[src/rtl/roi_scl_pkg.sv]
package roi_scl_pkg;

  // Start coordinate, forced inside the frame.
  function automatic int clip_origin(input int req, input int full);
    return (req > full - 1) ? full - 1 : req;
  endfunction

  // Window span: at least one, never past the frame edge.
  function automatic int clip_span(input int req, input int origin, input int full);
    int s;
    s = (req == 0) ? 1 : req;
    if (origin + s > full) s = full - origin;
    return s;
  endfunction

  // Output count: at least one, never above the window span.
  function automatic int clip_count(input int req, input int span);
    if (req == 0) return 1;
    return (req > span) ? span : req;
  endfunction

endpackage

[src/rtl/roi_scl_cfg.sv]
module roi_scl_cfg #(
  parameter int FW = 640,
  parameter int FH = 480,
  parameter int XW = 10,
  parameter int YW = 9
) (
  input  logic          clk,
  input  logic          rst_n,
  input  logic          take,
  input  logic [XW-1:0] req_x,
  input  logic [XW-1:0] req_w,
  input  logic [XW-1:0] req_ow,
  input  logic [YW-1:0] req_y,
  input  logic [YW-1:0] req_h,
  input  logic [YW-1:0] req_oh,
  output logic [XW-1:0] x0,
  output logic [XW-1:0] w,
  output logic [XW-1:0] ow,
  output logic [YW-1:0] y0,
  output logic [YW-1:0] h,
  output logic [YW-1:0] oh
);
  import roi_scl_pkg::*;

  logic [XW-1:0] fx0, fw, fow, lx0, lw, low;
  logic [YW-1:0] fy0, fh, foh, ly0, lh, loh;

  always_comb begin
    fx0 = XW'(clip_origin(int'(req_x), FW));
    fw  = XW'(clip_span(int'(req_w), int'(fx0), FW));
    fow = XW'(clip_count(int'(req_ow), int'(fw)));
    fy0 = YW'(clip_origin(int'(req_y), FH));
    fh  = YW'(clip_span(int'(req_h), int'(fy0), FH));
    foh = YW'(clip_count(int'(req_oh), int'(fh)));
  end

  always_ff @(posedge clk) begin
    if (!rst_n) begin
      lx0 <= '0; lw <= XW'(FW); low <= XW'(FW);
      ly0 <= '0; lh <= YW'(FH); loh <= YW'(FH);
    end else if (take) begin
      lx0 <= fx0; lw <= fw; low <= fow;
      ly0 <= fy0; lh <= fh; loh <= foh;
    end
  end

  // The start-of-frame pixel already uses the freshly clamped set.
  assign x0 = take ? fx0 : lx0;
  assign w  = take ? fw  : lw;
  assign ow = take ? fow : low;
  assign y0 = take ? fy0 : ly0;
  assign h  = take ? fh  : lh;
  assign oh = take ? foh : loh;

endmodule

[src/rtl/roi_scl_pos.sv]
module roi_scl_pos #(
  parameter int XW = 10,
  parameter int YW = 9
) (
  input  logic          clk,
  input  logic          rst_n,
  input  logic          in_valid,
  input  logic          in_sof,
  input  logic          in_eol,
  output logic [XW-1:0] cur_col,
  output logic [YW-1:0] cur_row
);
  logic [XW-1:0] col;
  logic [YW-1:0] row;

  assign cur_col = in_sof ? '0 : col;
  assign cur_row = in_sof ? '0 : row;

  always_ff @(posedge clk) begin
    if (!rst_n) begin
      col <= '0;
      row <= '0;
    end else if (in_valid) begin
      if (in_eol) begin
        col <= '0;
        row <= cur_row + 1'b1;
      end else begin
        col <= cur_col + 1'b1;
        row <= cur_row;
      end
    end
  end

endmodule

[src/rtl/roi_scl_axis.sv]
module roi_scl_axis #(
  parameter int AW = 10
) (
  input  logic          clk,
  input  logic          rst_n,
  input  logic          restart,
  input  logic          advance,
  input  logic [AW-1:0] num,
  input  logic [AW-1:0] den,
  output logic          keep
);
  logic [AW-1:0] acc, base;
  logic [AW:0]   sum;

  assign base = restart ? '0 : acc;
  assign sum  = {1'b0, base} + {1'b0, num};
  assign keep = (sum >= {1'b0, den});

  always_ff @(posedge clk) begin
    if (!rst_n)       acc <= '0;
    else if (advance) acc <= keep ? AW'(sum - {1'b0, den}) : AW'(sum);
  end

endmodule

[src/rtl/roi_scl_emit.sv]
module roi_scl_emit #(
  parameter int XW = 10,
  parameter int YW = 9,
  parameter int DW = 8
) (
  input  logic          clk,
  input  logic          rst_n,
  input  logic          frame_start,
  input  logic          keep,
  input  logic [XW-1:0] ow,
  input  logic [YW-1:0] oh,
  input  logic [DW-1:0] in_data,
  output logic          out_valid,
  output logic          out_sof,
  output logic          out_eol,
  output logic          out_line_valid,
  output logic          out_frame_valid,
  output logic [DW-1:0] out_data
);
  logic [XW-1:0] ocol, ocol_b;
  logic [YW-1:0] orow, orow_b;
  logic          fopen, fopen_b, lv_hold, lv_b, fv_hold, fv_b;
  logic          first_px, last_col, last_px;

  assign fopen_b  = frame_start ? 1'b0 : fopen;
  assign lv_b     = frame_start ? 1'b0 : lv_hold;
  assign fv_b     = frame_start ? 1'b0 : fv_hold;
  assign ocol_b   = frame_start ? '0 : ocol;
  assign orow_b   = fopen_b ? orow : '0;
  assign first_px = keep && !fopen_b;
  assign last_col = keep && (ocol_b == ow - 1'b1);
  assign last_px  = last_col && (orow_b == oh - 1'b1);

  always_ff @(posedge clk) begin
    if (!rst_n) begin
      ocol <= '0; orow <= '0;
      fopen <= 1'b0; lv_hold <= 1'b0; fv_hold <= 1'b0;
      out_valid <= 1'b0; out_sof <= 1'b0; out_eol <= 1'b0;
      out_line_valid <= 1'b0; out_frame_valid <= 1'b0; out_data <= '0;
    end else begin
      fopen   <= fopen_b | keep;
      lv_hold <= keep ? !last_col : lv_b;
      fv_hold <= keep ? !last_px  : fv_b;
      ocol    <= keep ? (last_col ? '0 : ocol_b + 1'b1) : ocol_b;
      orow    <= last_col ? orow_b + 1'b1 : orow_b;
      out_valid       <= keep;
      out_sof         <= first_px;
      out_eol         <= last_col;
      out_line_valid  <= keep | lv_b;
      out_frame_valid <= keep | fv_b;
      out_data        <= keep ? in_data : '0;
    end
  end

endmodule

[src/rtl/roi_scaler.sv]
module roi_scaler #(
  parameter int FRAME_W = 640,
  parameter int FRAME_H = 480,
  parameter int DW      = 8,
  localparam int XW     = $clog2(FRAME_W + 1),
  localparam int YW     = $clog2(FRAME_H + 1)
) (
  input  logic          clk,
  input  logic          rst_n,
  input  logic [XW-1:0] roi_col,
  input  logic [YW-1:0] roi_row,
  input  logic [XW-1:0] roi_width,
  input  logic [YW-1:0] roi_height,
  input  logic [XW-1:0] dst_width,
  input  logic [YW-1:0] dst_height,
  input  logic          in_valid,
  input  logic          in_sof,
  input  logic          in_eol,
  input  logic [DW-1:0] in_data,
  output logic          out_valid,
  output logic          out_sof,
  output logic          out_eol,
  output logic          out_line_valid,
  output logic          out_frame_valid,
  output logic [DW-1:0] out_data
);
  logic          frame_start;
  logic [XW-1:0] x0, w, ow, cur_col;
  logic [YW-1:0] y0, h, oh, cur_row;
  logic [XW:0]   x_end;
  logic [YW:0]   y_end;
  logic          in_x, in_y, in_roi, pix_take, last_x;
  logic          h_keep, v_keep, keep;

  assign frame_start = in_valid && in_sof;

  roi_scl_cfg #(.FW(FRAME_W), .FH(FRAME_H), .XW(XW), .YW(YW)) u_cfg (
    .clk(clk), .rst_n(rst_n), .take(frame_start),
    .req_x(roi_col), .req_w(roi_width), .req_ow(dst_width),
    .req_y(roi_row), .req_h(roi_height), .req_oh(dst_height),
    .x0(x0), .w(w), .ow(ow), .y0(y0), .h(h), .oh(oh)
  );

  roi_scl_pos #(.XW(XW), .YW(YW)) u_pos (
    .clk(clk), .rst_n(rst_n), .in_valid(in_valid), .in_sof(in_sof),
    .in_eol(in_eol), .cur_col(cur_col), .cur_row(cur_row)
  );

  assign x_end    = {1'b0, x0} + {1'b0, w};
  assign y_end    = {1'b0, y0} + {1'b0, h};
  assign in_x     = ({1'b0, cur_col} >= {1'b0, x0}) && ({1'b0, cur_col} < x_end);
  assign in_y     = ({1'b0, cur_row} >= {1'b0, y0}) && ({1'b0, cur_row} < y_end);
  assign in_roi   = in_x && in_y;
  assign pix_take = in_valid && in_roi;
  assign last_x   = ({1'b0, cur_col} == x_end - 1'b1);

  roi_scl_axis #(.AW(XW)) u_hstep (
    .clk(clk), .rst_n(rst_n), .restart(cur_col == x0), .advance(pix_take),
    .num(ow), .den(w), .keep(h_keep)
  );

  roi_scl_axis #(.AW(YW)) u_vstep (
    .clk(clk), .rst_n(rst_n), .restart(cur_row == y0),
    .advance(pix_take && last_x), .num(oh), .den(h), .keep(v_keep)
  );

  assign keep = pix_take && h_keep && v_keep;

  roi_scl_emit #(.XW(XW), .YW(YW), .DW(DW)) u_emit (
    .clk(clk), .rst_n(rst_n), .frame_start(frame_start), .keep(keep),
    .ow(ow), .oh(oh), .in_data(in_data),
    .out_valid(out_valid), .out_sof(out_sof), .out_eol(out_eol),
    .out_line_valid(out_line_valid), .out_frame_valid(out_frame_valid),
    .out_data(out_data)
  );

endmodule

[config.mk]
export PLATFORM = sky130hd
export DESIGN_NAME = roi_scaler
export DESIGN_NICKNAME = d
export VERILOG_FILES = /design/src/rtl/roi_scl_pkg.sv /design/src/rtl/roi_scl_cfg.sv /design/src/rtl/roi_scl_pos.sv /design/src/rtl/roi_scl_axis.sv /design/src/rtl/roi_scl_emit.sv /design/src/rtl/roi_scaler.sv
export SDC_FILE = /design/constraint.sdc
export NUM_CORES = 1
export LEC_CHECK = 0
export BUFFER_PORTS_ARGS = -buffer_cell sky130_fd_sc_hd__buf_2
export CORE_MARGIN = 3
export CORE_UTILIZATION = 57
export DETAILED_ROUTE_END_ITERATION = 12
export GPL_TIMING_DRIVEN = 1
export MAX_ROUTING_LAYER = met4
export PLACE_DENSITY = 0.88
export REMOVE_ABC_BUFFERS = 1
export SLEW_MARGIN = 20
export SYNTH_ARGS = -nofsm -noshare
export SYNTH_HDL_FRONTEND = slang
export SYNTH_SLANG_ARGS = --single-unit
[constraint.sdc]
create_clock -name clk -period 9.5 [get_ports clk]
set_clock_uncertainty 0.2 [all_clocks]
set_input_delay 0 -clock clk [delete_from_list [all_inputs] [get_ports clk]]
set_output_delay 0 -clock clk [all_outputs]
set_load 0.05 [all_outputs]
# Word-level counts from Yosys, hierarchy flattened

Index checks and enable logic that the tools add are counted.

Equal/unequal tests: 5
Bitwise logic cells: 3
Reduce and logical (&&, ||, !) cells: 19
Magnitude comparators: 12
Mux-type cells: 38
$add $sub $neg: 17

Operators with widths:

| kind                                                                               | count |
|---|---|
| 10-bit 2-to-1 mux                                                                  | 15 |
| 9-bit 2-to-1 mux                                                                   | 14 |
| 10-bit by 32-bit adder with 32-bit output                                          | 1 |
| 11-bit by 32-bit adder with 32-bit output                                          | 1 |
| 32-bit by 10-bit greater-than comparator with 1-bit output (second input constant) | 1 |
| 32-bit by 11-bit greater-than comparator with 1-bit output (second input constant) | 1 |
| 10-bit by 10-bit adder with 11-bit output                                          | 2 |
| 10-bit by 1-bit adder with 10-bit output (second input constant)                   | 2 |
| 9-bit by 9-bit adder with 10-bit output                                            | 2 |
| 10-bit equality test                                                               | 2 |
| 10-bit logical NOT                                                                 | 2 |
| 9-bit by 1-bit adder with 9-bit output (second input constant)                     | 2 |
| 9-bit equality test                                                                | 2 |
| 9-bit logical NOT                                                                  | 2 |
| 10-bit by 11-bit equality test with 1-bit output                                   | 1 |
| 11-bit by 10-bit greater-or-equal comparator with 1-bit output                     | 1 |
| 1-bit logical AND                                                                  | 11 |
| 10-bit by 11-bit < comparator with 1-bit output                                    | 1 |
| 11-bit by 1-bit subtractor with 11-bit output (second input constant)              | 1 |
| 10-bit greater-or-equal comparator                                                 | 1 |
| 10-bit by 9-bit greater-or-equal comparator with 1-bit output                      | 1 |
| 10-bit greater-than comparator                                                     | 1 |
| 10-bit greater-than comparator (second input constant)                             | 1 |
| 9-bit by 10-bit < comparator with 1-bit output                                     | 1 |
| other kinds (13)                                                                   | 25 |

Logic and storage cells: 115
Bits of input ports: 70
Register bits: 130
Output and inout port bits: 13

# Logic depth before layout (Yosys ltp)

Gate-level depths: netlist (run 1).

Word-level depth: 17
Depth in mapped cells: 54

# Modules after synthesis

A second synthesis (run 1) with hierarchy kept.

Cells, all modules: 1634
Area total of the unflattened synthesis: 12964.9 sq um

Modules (own cells, without submodules):

| module                  | times used | area each (sq um) | cells each |
|---|---|---|---|
| roi_scl_cfg             | 1          | 4793.3            | 610 |
| roi_scl_emit            | 1          | 2292.2            | 276 |
| roi_scaler              | 1          | 2024.4            | 271 |
| roi_scl_axis at u_hstep | 1          | 1435.1            | 185 |
| roi_scl_axis at u_vstep | 1          | 1233.7            | 152 |
| roi_scl_pos             | 1          | 1186.1            | 140 |

# Worst setup path before layout (run 1)

No wires, ideal clock.

Kind: in2reg
Start point: input port roi_col[8]
End point: register u_emit.orow[8]
Data required time: 9168 ps
Path buffers: 5
Data arrival time: 9219 ps
Path slack: -51 ps
Stages on the path: 47
Cell sequence: o21a_1 -> clkbuf_1 -> nor2_1 -> inv_1 -> ha_1 -> fa_1 -> a21o_1 -> a2111oi_0 -> a31oi_1 -> nor4b_2 -> o31ai_2 -> a21oi_1 -> clkbuf_1 -> a2111oi_0 -> a21oi_1 -> ha_1 -> and4_1 -> buf_1 -> (+11 left out) -> a21boi_0 -> o21ai_0 -> a21boi_0 -> nor2_1 -> ha_1 -> nand2_1 -> nor3_1 -> nor3_1 -> nand4_1 -> and4b_1 -> o211ai_1 -> a221o_1 -> a211oi_2 -> nand3_2 -> buf_4 -> buf_6 -> o21bai_1 -> a21oi_1

Cells in the longest elaborated chain, start to end: 15
Elaborated cells between the ends (all ways): 28

RTL lines:

| what                                                           | RTL line           | RTL |
|---|---|---|
| from (decl)                                                    | roi_scaler.sv:10   | `input logic [XW-1:0] roi_col,` |
| 10-bit greater-than comparator                                 | roi_scl_pkg.sv:5   | `return (req > full - 1) ? full - 1 : req;` |
| 10-bit 2-to-1 mux (*)                                          | roi_scl_pkg.sv:5   |  |
| 11-bit by 32-bit adder with 32-bit output                      | roi_scl_pkg.sv:12  | `if (origin + s > full) s = full - origin;` |
| 32-bit by 11-bit greater-than comparator with 1-bit output     | roi_scl_pkg.sv:12  |  |
| 10-bit 2-to-1 mux (*)                                          | roi_scl_pkg.sv:12  |  |
| 10-bit greater-than comparator                                 | roi_scl_pkg.sv:19  | `return (req > span) ? span : req;` |
| 10-bit 2-to-1 mux (*) (2 in series)                            | roi_scl_pkg.sv:19  |  |
| 10-bit 2-to-1 mux (*)                                          | roi_scl_cfg.sv:50  | `assign ow = take ? fow : low;` |
| via ow[1]                                                      | roi_scaler.sv:28   | `logic [XW-1:0] x0, w, ow, cur_col;` |
| 10-bit by 10-bit adder with 11-bit output                      | roi_scl_axis.sv:16 | `assign sum = {1'b0, base} + {1'b0, num};` |
| 11-bit by 10-bit greater-or-equal comparator with 1-bit output | roi_scl_axis.sv:17 | `assign keep = (sum >= {1'b0, den});` |
| 1-bit logical AND (2 in series)                                | roi_scaler.sv:67   | `assign keep = pix_take && h_keep && v_keep;` |
| 1-bit logical AND (*)                                          | roi_scl_emit.sv:31 | `assign last_col = keep && (ocol_b == ow - 1'b1);` |
| 9-bit 2-to-1 mux (*)                                           | roi_scl_emit.sv:45 | `orow <= last_col ? orow_b + 1'b1 : orow_b;` |
| to (signal assigned)                                           | roi_scl_emit.sv:45 |  |
| to (decl)                                                      | roi_scl_emit.sv:21 | `logic [YW-1:0] orow, orow_b;` |

Mark *: on every way through the listed nets, which the timed path passes. The rest lies on a longest branch.
A chain may end at the register's enable or synchronous reset.

# Worst setup path in the final report (run 1)

Start point: input port roi_col[8]
End point: register u_emit.orow[2]

Same word-level chain as after synthesis.

==> results.toml, run 1 <==
[cells_and_area]
nets = 1933
nFillCells = 1544
multi_input_area_um2 = 8843
syn2layout_area_growth_pct = 17.50
layout-drive-gt1-share = 0.1457
seqCellArea_um2 = 2603
finalInstanceArea_um2 = 14210
fin_cells = 1999
diodes = 0

[worst_setup_path]
cp_data_arrival_time_ns = 9.43
endpoint_kind = "flop"
slowest_stage = "or3b_1"
r2r-end = "u_emit.orow[2]$_SDFF_PN0_"
critPathKind = "input pin to flop"
max_stage_delay_ns = 0.42
r2r-start = "u_pos.col[9]$_SDFFE_PN0P_"
r2r_slack_ns = 2.74
crit_fanout = 8
crit_required_ns = 9.67
start_kind = "input pin"
r2r_cells = 29

[synthesis]
yosys_most_used_dff = "dfxtp_1"
synth_edf_count = 0
synthArstFlopShare = 0
synth_warnings = 0
ys_types = 89
synth_seq_cells = 130
syn-instance-count = 1576
ys_seq_area_frac = 0.2152
synthTopCellsByCount = "177 x nor2_1, 139 x ha_1, 130 x dfxtp_1"
avgSynthCellArea_um2 = 7.672
synth_area_um2 = 12090
yosys.area.top_type = "dfxtp_1"
synthMostInstantiatedCell = "nor2_1"
synth_top_area_share = 0.2152
yosys-top-cells-area = "dfxtp_1 22%, ha_1 14%, nor2_1 5.5%"

[power_and_ir_drop]
vdd_drop_max_mv = 0.1364
p_leak_uw = 0.006697
power_density_nw_per_um2 = 154.1
power.total_uw = 2189

[placed_design]
place_congestion = 0.9556
dpl.hpwl_mm = 24.54
place_inst = 1913
io_buffers = 82
place_area_um2 = 13000

[drt]
routed_via_density = 6.140
drc_errors = 0
first_pass_iters = 7
drt_wl_total_mm = 34.61
antenna_left = 0
wire_per_inst_um = 17.31
drt_iter0_markers = 974
vias = 12270

[die]
start_util = 0.5881
die_y_um = 151.6
num_io_pins = 83
dieArea_um2 = 23000
rows = 52
die_x_um = 151.6
core_area_um2 = 20560

[sta]
finalCritPeriodShare = 0.9755
drv_slew = 0
period_minus_slack_ns = 9.267
tns_ns = 0
fmax_ghz = 0.1079
slew_headroom = 0.3436
hold_viol = 0
finalSetupViolCount = 0
tightest_slew_ns = 0.9846
worst_hold_slack_ns = 0.03097

[clock_network]
cts_buffers = 17
cts_tree = "yes"
clk_latency_ns = 0.44
htreeDepth = 4
root_buffer = "clkbuf_16"
cts_max_path_buffers = 2
clkTransAtPathRegs_ns = 0.07
cts_sinks = 130

[hold_path]
worstHoldStart = "dst_width[5]"
hold_path_class = "input pin to flop"
min_to = "u_cfg.low[5]$_SDFF_PN0_"
whs_path_depth = 4

[grt]
grt_use_total = 0.2973
grt_max_degree = 84
grt_pass1_wl_mm = 54.33
overflow = 0
grt_pass1_vias = 11700
antenna_found_initial = 0

[job]
drv_cap = 0

[run_status]
outcome = "finished clean"
## logic make-up after synthesis
family,Yosys count,share of synthesized area
xor gates and xnor gates,108,0.07823
and+or+nand+nor,568,0.2349
muxes,52,0.04491
buffers and inverters,202,0.06457
DFF,130,0.2152
adders and majority gates,148,0.1580
AOI/OAI and AO/OA,368,0.2042
## cell usage in the layout, fill, tap and decap left out, drive strengths merged, types with 6 or more instances in the layout
master / synthesis / routed
buf: 10 / 160
dfxtp: 130 / 130
nor4: 13 / 13
inv: 125 / 135
fa: 8 / 8
nor3b: 6 / 6
nand2b: 18 / 18
nand2: 111 / 111
or3: 14 / 14
a211oi: 16 / 16
ha: 139 / 139
o21bai: 18 / 18
nand3: 34 / 35
nand4: 37 / 37
and4: 8 / 8
or2: 7 / 7
xor2: 37 / 37
a31oi: 6 / 6
a21boi: 8 / 8
mux2i: 43 / 43
mux2: 8 / 8
o21ai: 69 / 69
dlygate4sd3: 0 / 37
a21o: 36 / 36
a22oi: 7 / 7
nor2: 177 / 177
and2: 22 / 22
xnor2: 71 / 71
clkbuf: 67 / 17
nor2b: 49 / 49
and3: 26 / 26
nor3: 32 / 32
o21a: 18 / 18
a21oi: 114 / 114
o211ai: 12 / 12
## how the worst max path moves through the flow
stage | slack [ns] | startpoint | cells after the start | endpoint
2_1_floorplan | -0.54 | roi_col[8] | 42 | u_emit.orow[2]$_SDFF_PN0_
3_3_place_gp | 0.12 | roi_col[8] | 47 | u_emit.fv_hold$_SDFF_PN0_
3_5_place_dp | -0.25 | roi_col[8] | 47 | u_emit.orow[8]$_SDFF_PN0_
4_1_cts | 0.04 | roi_col[9] | 47 | u_emit.orow[6]$_SDFF_PN0_
5_1_grt | -0.23 | roi_col[8] | 50 | u_emit.orow[2]$_SDFF_PN0_
6_report | 0.23 | roi_col[8] | 50 | u_emit.orow[2]$_SDFF_PN0_
## report_power, final
| group | switching (uW) | internal, uW |
|---|---|---|
| logic | 553 | 413 |
| registers | 7.51 | 564 |
| clock network | 301 | 351 |
## flip-flops by register name, indices dropped and copies added, names as in the netlist, 8 cells and up
name	flops
u_emit.ocol	10
u_cfg.lw	10
u_vstep.acc	9
u_emit.orow	9
u_cfg.ly0	9
u_emit.out_data	8
u_pos.col	10
u_hstep.acc	10
u_pos.row	9
u_cfg.lx0	10
u_cfg.lh	9
u_cfg.loh	9
u_cfg.low	10
## metal layers
metal / vias up / wire [um] / GRT usage
met5: - / 0 / -
met4: 0 / 1098 / 0.1087
met3: 123 / 2451 / 0.04670
met2: 562 / 16750 / 0.5036
met1: 5744 / 14310 / 0.3588
li1: 5844 / - / -
## layout make-up
class                           count  share of cell area
Multi-Input combinational cell   1245              0.6225
Sequential cell                   130              0.1832
Timing Repair Buffer              197             0.09652
Inverter                          125             0.03303
Clock buffer                       17             0.02994
Tap cell                          270             0.02378
Clock inverter                     15             0.01110
## critical path, delay by kind of cell
kind,cells,cell delay [ns]
fa+ha+maj,6,1.71
buf+inv,7,0.79
simple gates,18,2.98
compound gates,19,3.94
## per-stage QoR
step | worst slack (ns) | utilization
2_1_floorplan | -0.5441 | -
3_3_place_gp | 0.1228 | 0.6324
3_5_place_dp | -0.2493 | 0.6324
4_1_cts | 0.04039 | 0.6793
5_1_grt | -0.2337 | 0.6910
6_report | 0.2325 | 0.6910
## repair_timing
item / CTS / global route
hold buffers: 37 / 0
setup buffers: 0 / 15
endpoints found under the setup margin: 1 / 22
pin swaps: 0 / 19
cloned: 0 / 2
hold endpoints to repair: 48 / 0
gates resized for setup: 1 / 37
No activity file was read; power rests on OpenSTA's default activity.
==> run 2: changes to the inputs <==
--- a/config.mk
+++ b/config.mk
@@ -5,7 +5,7 @@
 export SDC_FILE = /design/constraint.sdc
 export NUM_CORES = 1
 export LEC_CHECK = 0
-export BUFFER_PORTS_ARGS = -buffer_cell sky130_fd_sc_hd__buf_2
+export BUFFER_PORTS_ARGS = -buffer_cell sky130_fd_sc_hd__buf_4
 export CORE_MARGIN = 3
 export CORE_UTILIZATION = 57
 export DETAILED_ROUTE_END_ITERATION = 12
==> results.toml, run 2 (synthesized netlist as in run 1, its figures left out) <==
[cells_and_area]
seqCellArea_um2 = 2603
diodes = 0
layout-drive-gt1-share = 0.1653
fin_util = 0.7244
mostFrequentLayoutCell = "buf_4"
nFillCells = 1524
final_cell_mix = "190 x buf_4, 177 x nor2_1, 137 x ha_1"
nets = 1976
multi_input_area_um2 = 8944
fin_cells = 2042
syn2layout_area_growth_pct = 23.17

[drt]
drt_iter0_markers = 866
routed_via_density = 6.108
drt_wl_total_mm = 36.51
first_pass_iters = 7
drc_errors = 0
wire_per_inst_um = 17.88
antenna_left = 0
vias = 12470

[placed_design]
io_buffers = 82
place_inst = 1925
dpl.hpwl_mm = 25.49
place_congestion = 0.9794

[grt]
overflow = 0
grt_pass1_vias = 12100
grt_use_total = 0.3120
antenna_found_initial = 0
grt_pass1_wl_mm = 56.92
grt_max_degree = 60

[clock_network]
cts_buffers = 17
cts_tree = "yes"
clkTransAtPathRegs_ns = 0.07
cts_max_path_buffers = 2
root_buffer = "clkbuf_16"
cts_sinks = 130
htreeDepth = 4
clk_latency_ns = 0.44

[die]
die_y_um = 151.6
num_io_pins = 83
start_util = 0.5881
dieArea_um2 = 23000
die_x_um = 151.6
core_area_um2 = 20560
rows = 52

[power_and_ir_drop]
p_clk_frac = 0.296
power_density_nw_per_um2 = 153.0
p_leak_uw = 0.006992
pwr-share-seq = 0.251
swShare = 0.3869
vdd_drop_max_mv = 0.1249
internal_power_uw = 1397
p_switching_uw = 881.9
pwr-share-comb = 0.453

[worst_setup_path]
endpoint_kind = "flop"
critPathBufInv = 5
max_stage_delay_ns = 0.53
cp_data_arrival_time_ns = 9.36
start_kind = "input pin"
r2r_cells = 29
crit_fanout = 9
r2r-start = "u_pos.col[9]$_SDFFE_PN0P_"
critPathKind = "input pin to flop"
crit_required_ns = 9.66
r2r-end = "u_emit.orow[3]$_SDFF_PN0_"
cp-endpoint = "u_emit.orow[3]$_SDFF_PN0_"
slowest_stage = "dlygate4sd3_1"
critPathTopFamily = "compound AO/OA/AOI/OAI gates"
r2r_slack_ns = 2.91
cp_common_cell = "a21oi_1"
setup.worst_path.start = "roi_height[8]"
cp_num_cells = 46

[sta]
finalSetupViolCount = 0
finalCritPeriodShare = 0.9683
period_minus_slack_ns = 9.199
slew_headroom = 0.3415
fmax_ghz = 0.1087
hold_viol = 0
tightest_slew_ns = 0.9872
drv_slew = 0

[hold_path]
hold_path_class = "input pin to flop"

[job]
drv_cap = 0

[run_status]
outcome = "finished clean"
run 2: cell count changes in the layout (fill, tap and decap cells not counted), moves of 2 or more:
| cell | previous run | this run |
|---|---|---|
| a21boi_2 | 2 | 0 |
| a21boi_1 | 4 | 6 |
| a2111oi_1 | 2 | 0 |
| ha_2 | 0 | 2 |
| a21oi_1 | 107 | 103 |
| ha_1 | 139 | 137 |
| buf_4 | 75 | 190 |
| buf_2 | 83 | 0 |
| dlygate4sd3_1 | 37 | 48 |
| nand3_2 | 2 | 0 |
| o21ai_2 | 5 | 3 |
| a21oi_2 | 6 | 9 |
run 2: worst min-delay path: stages:
cell and delay (ns):
buf_4 0.10, mux2i_1 0.18, nor2_1 0.13, a21oi_1 0.11, nand2_1 0.08
run 2: per-layer routing:
| metal | GRT usage | share of wire | routed length [um] | vias up |
|---|---|---|---|---|
| met5 | - | 0 | 0 | - |
| met4 | 0.1137 | 0.041 | 1485 | 0 |
| met3 | 0.05860 | 0.071 | 2601 | 153 |
| met2 | 0.5347 | 0.48 | 17570 | 547 |
| met1 | 0.3656 | 0.41 | 14860 | 5853 |
| li1 | - | - | - | 5919 |
run 2: worst min-delay path by stage:
stage,from,to,slack (ns),cells past startpoint
detailed placement,in_data[1],u_emit.out_data[1]$_SDFF_PN0_,0.04,2
CTS,dst_width[0],u_cfg.low[0]$_SDFF_PN0_,0.001,6
global placement,in_data[6],u_emit.out_data[6]$_SDFF_PN0_,0.04,2
floorplan,rst_n,u_cfg.lh[5]$_SDFF_PN1_,-0.14,1
finish,roi_height[7],u_cfg.lh[7]$_SDFF_PN1_,0.007,5
global route,roi_width[5],u_cfg.lw[5]$_SDFF_PN0_,0.04,6
run 2: cell type report:
type / count / area share
Multi-Input combinational cell: 1245 / 0.6005
Sequential cell: 130 / 0.1747
Timing Repair Buffer: 240 / 0.1295
Inverter: 125 / 0.03150
Clock buffer: 17 / 0.02856
Tap cell: 270 / 0.02268
Clock inverter: 15 / 0.01243
run 2: per-stage QoR:
stage               worst slack (ns)  hold slack (ns)  instance area, um2  power [uW]  TNS (ns)
floorplan                    -0.5441          -0.1381               11780        1212    -7.942
global placement             -0.3192          0.03615               13300        1452    -5.116
detailed placement           -0.4551          0.03903               13300        1484    -7.626
CTS                          0.04403         0.001115               14390        2177         0
global route                -0.09059          0.03883               14890        2397   -0.6441
finish                        0.3010         0.007172               14890        2279         0
run 2: power groups by stage:
stage                     combinational, uW  sequential, uW  clock (uW)
after CTS                               929             571         677
after floorplan                         630             581           0
after global placement                  870             582           0
final                                  1030             572         675
after global routing                   1120             573         703
after detailed placement                901             583           0
run 2: what timing repair did:
action,CTS,global route
pin swaps,0,15
setup buffers,0,35
hold buffers,48,0
cloned,0,2
setup endpoints to repair,12,33
hold endpoints to repair,78,0
resized for setup,1,53
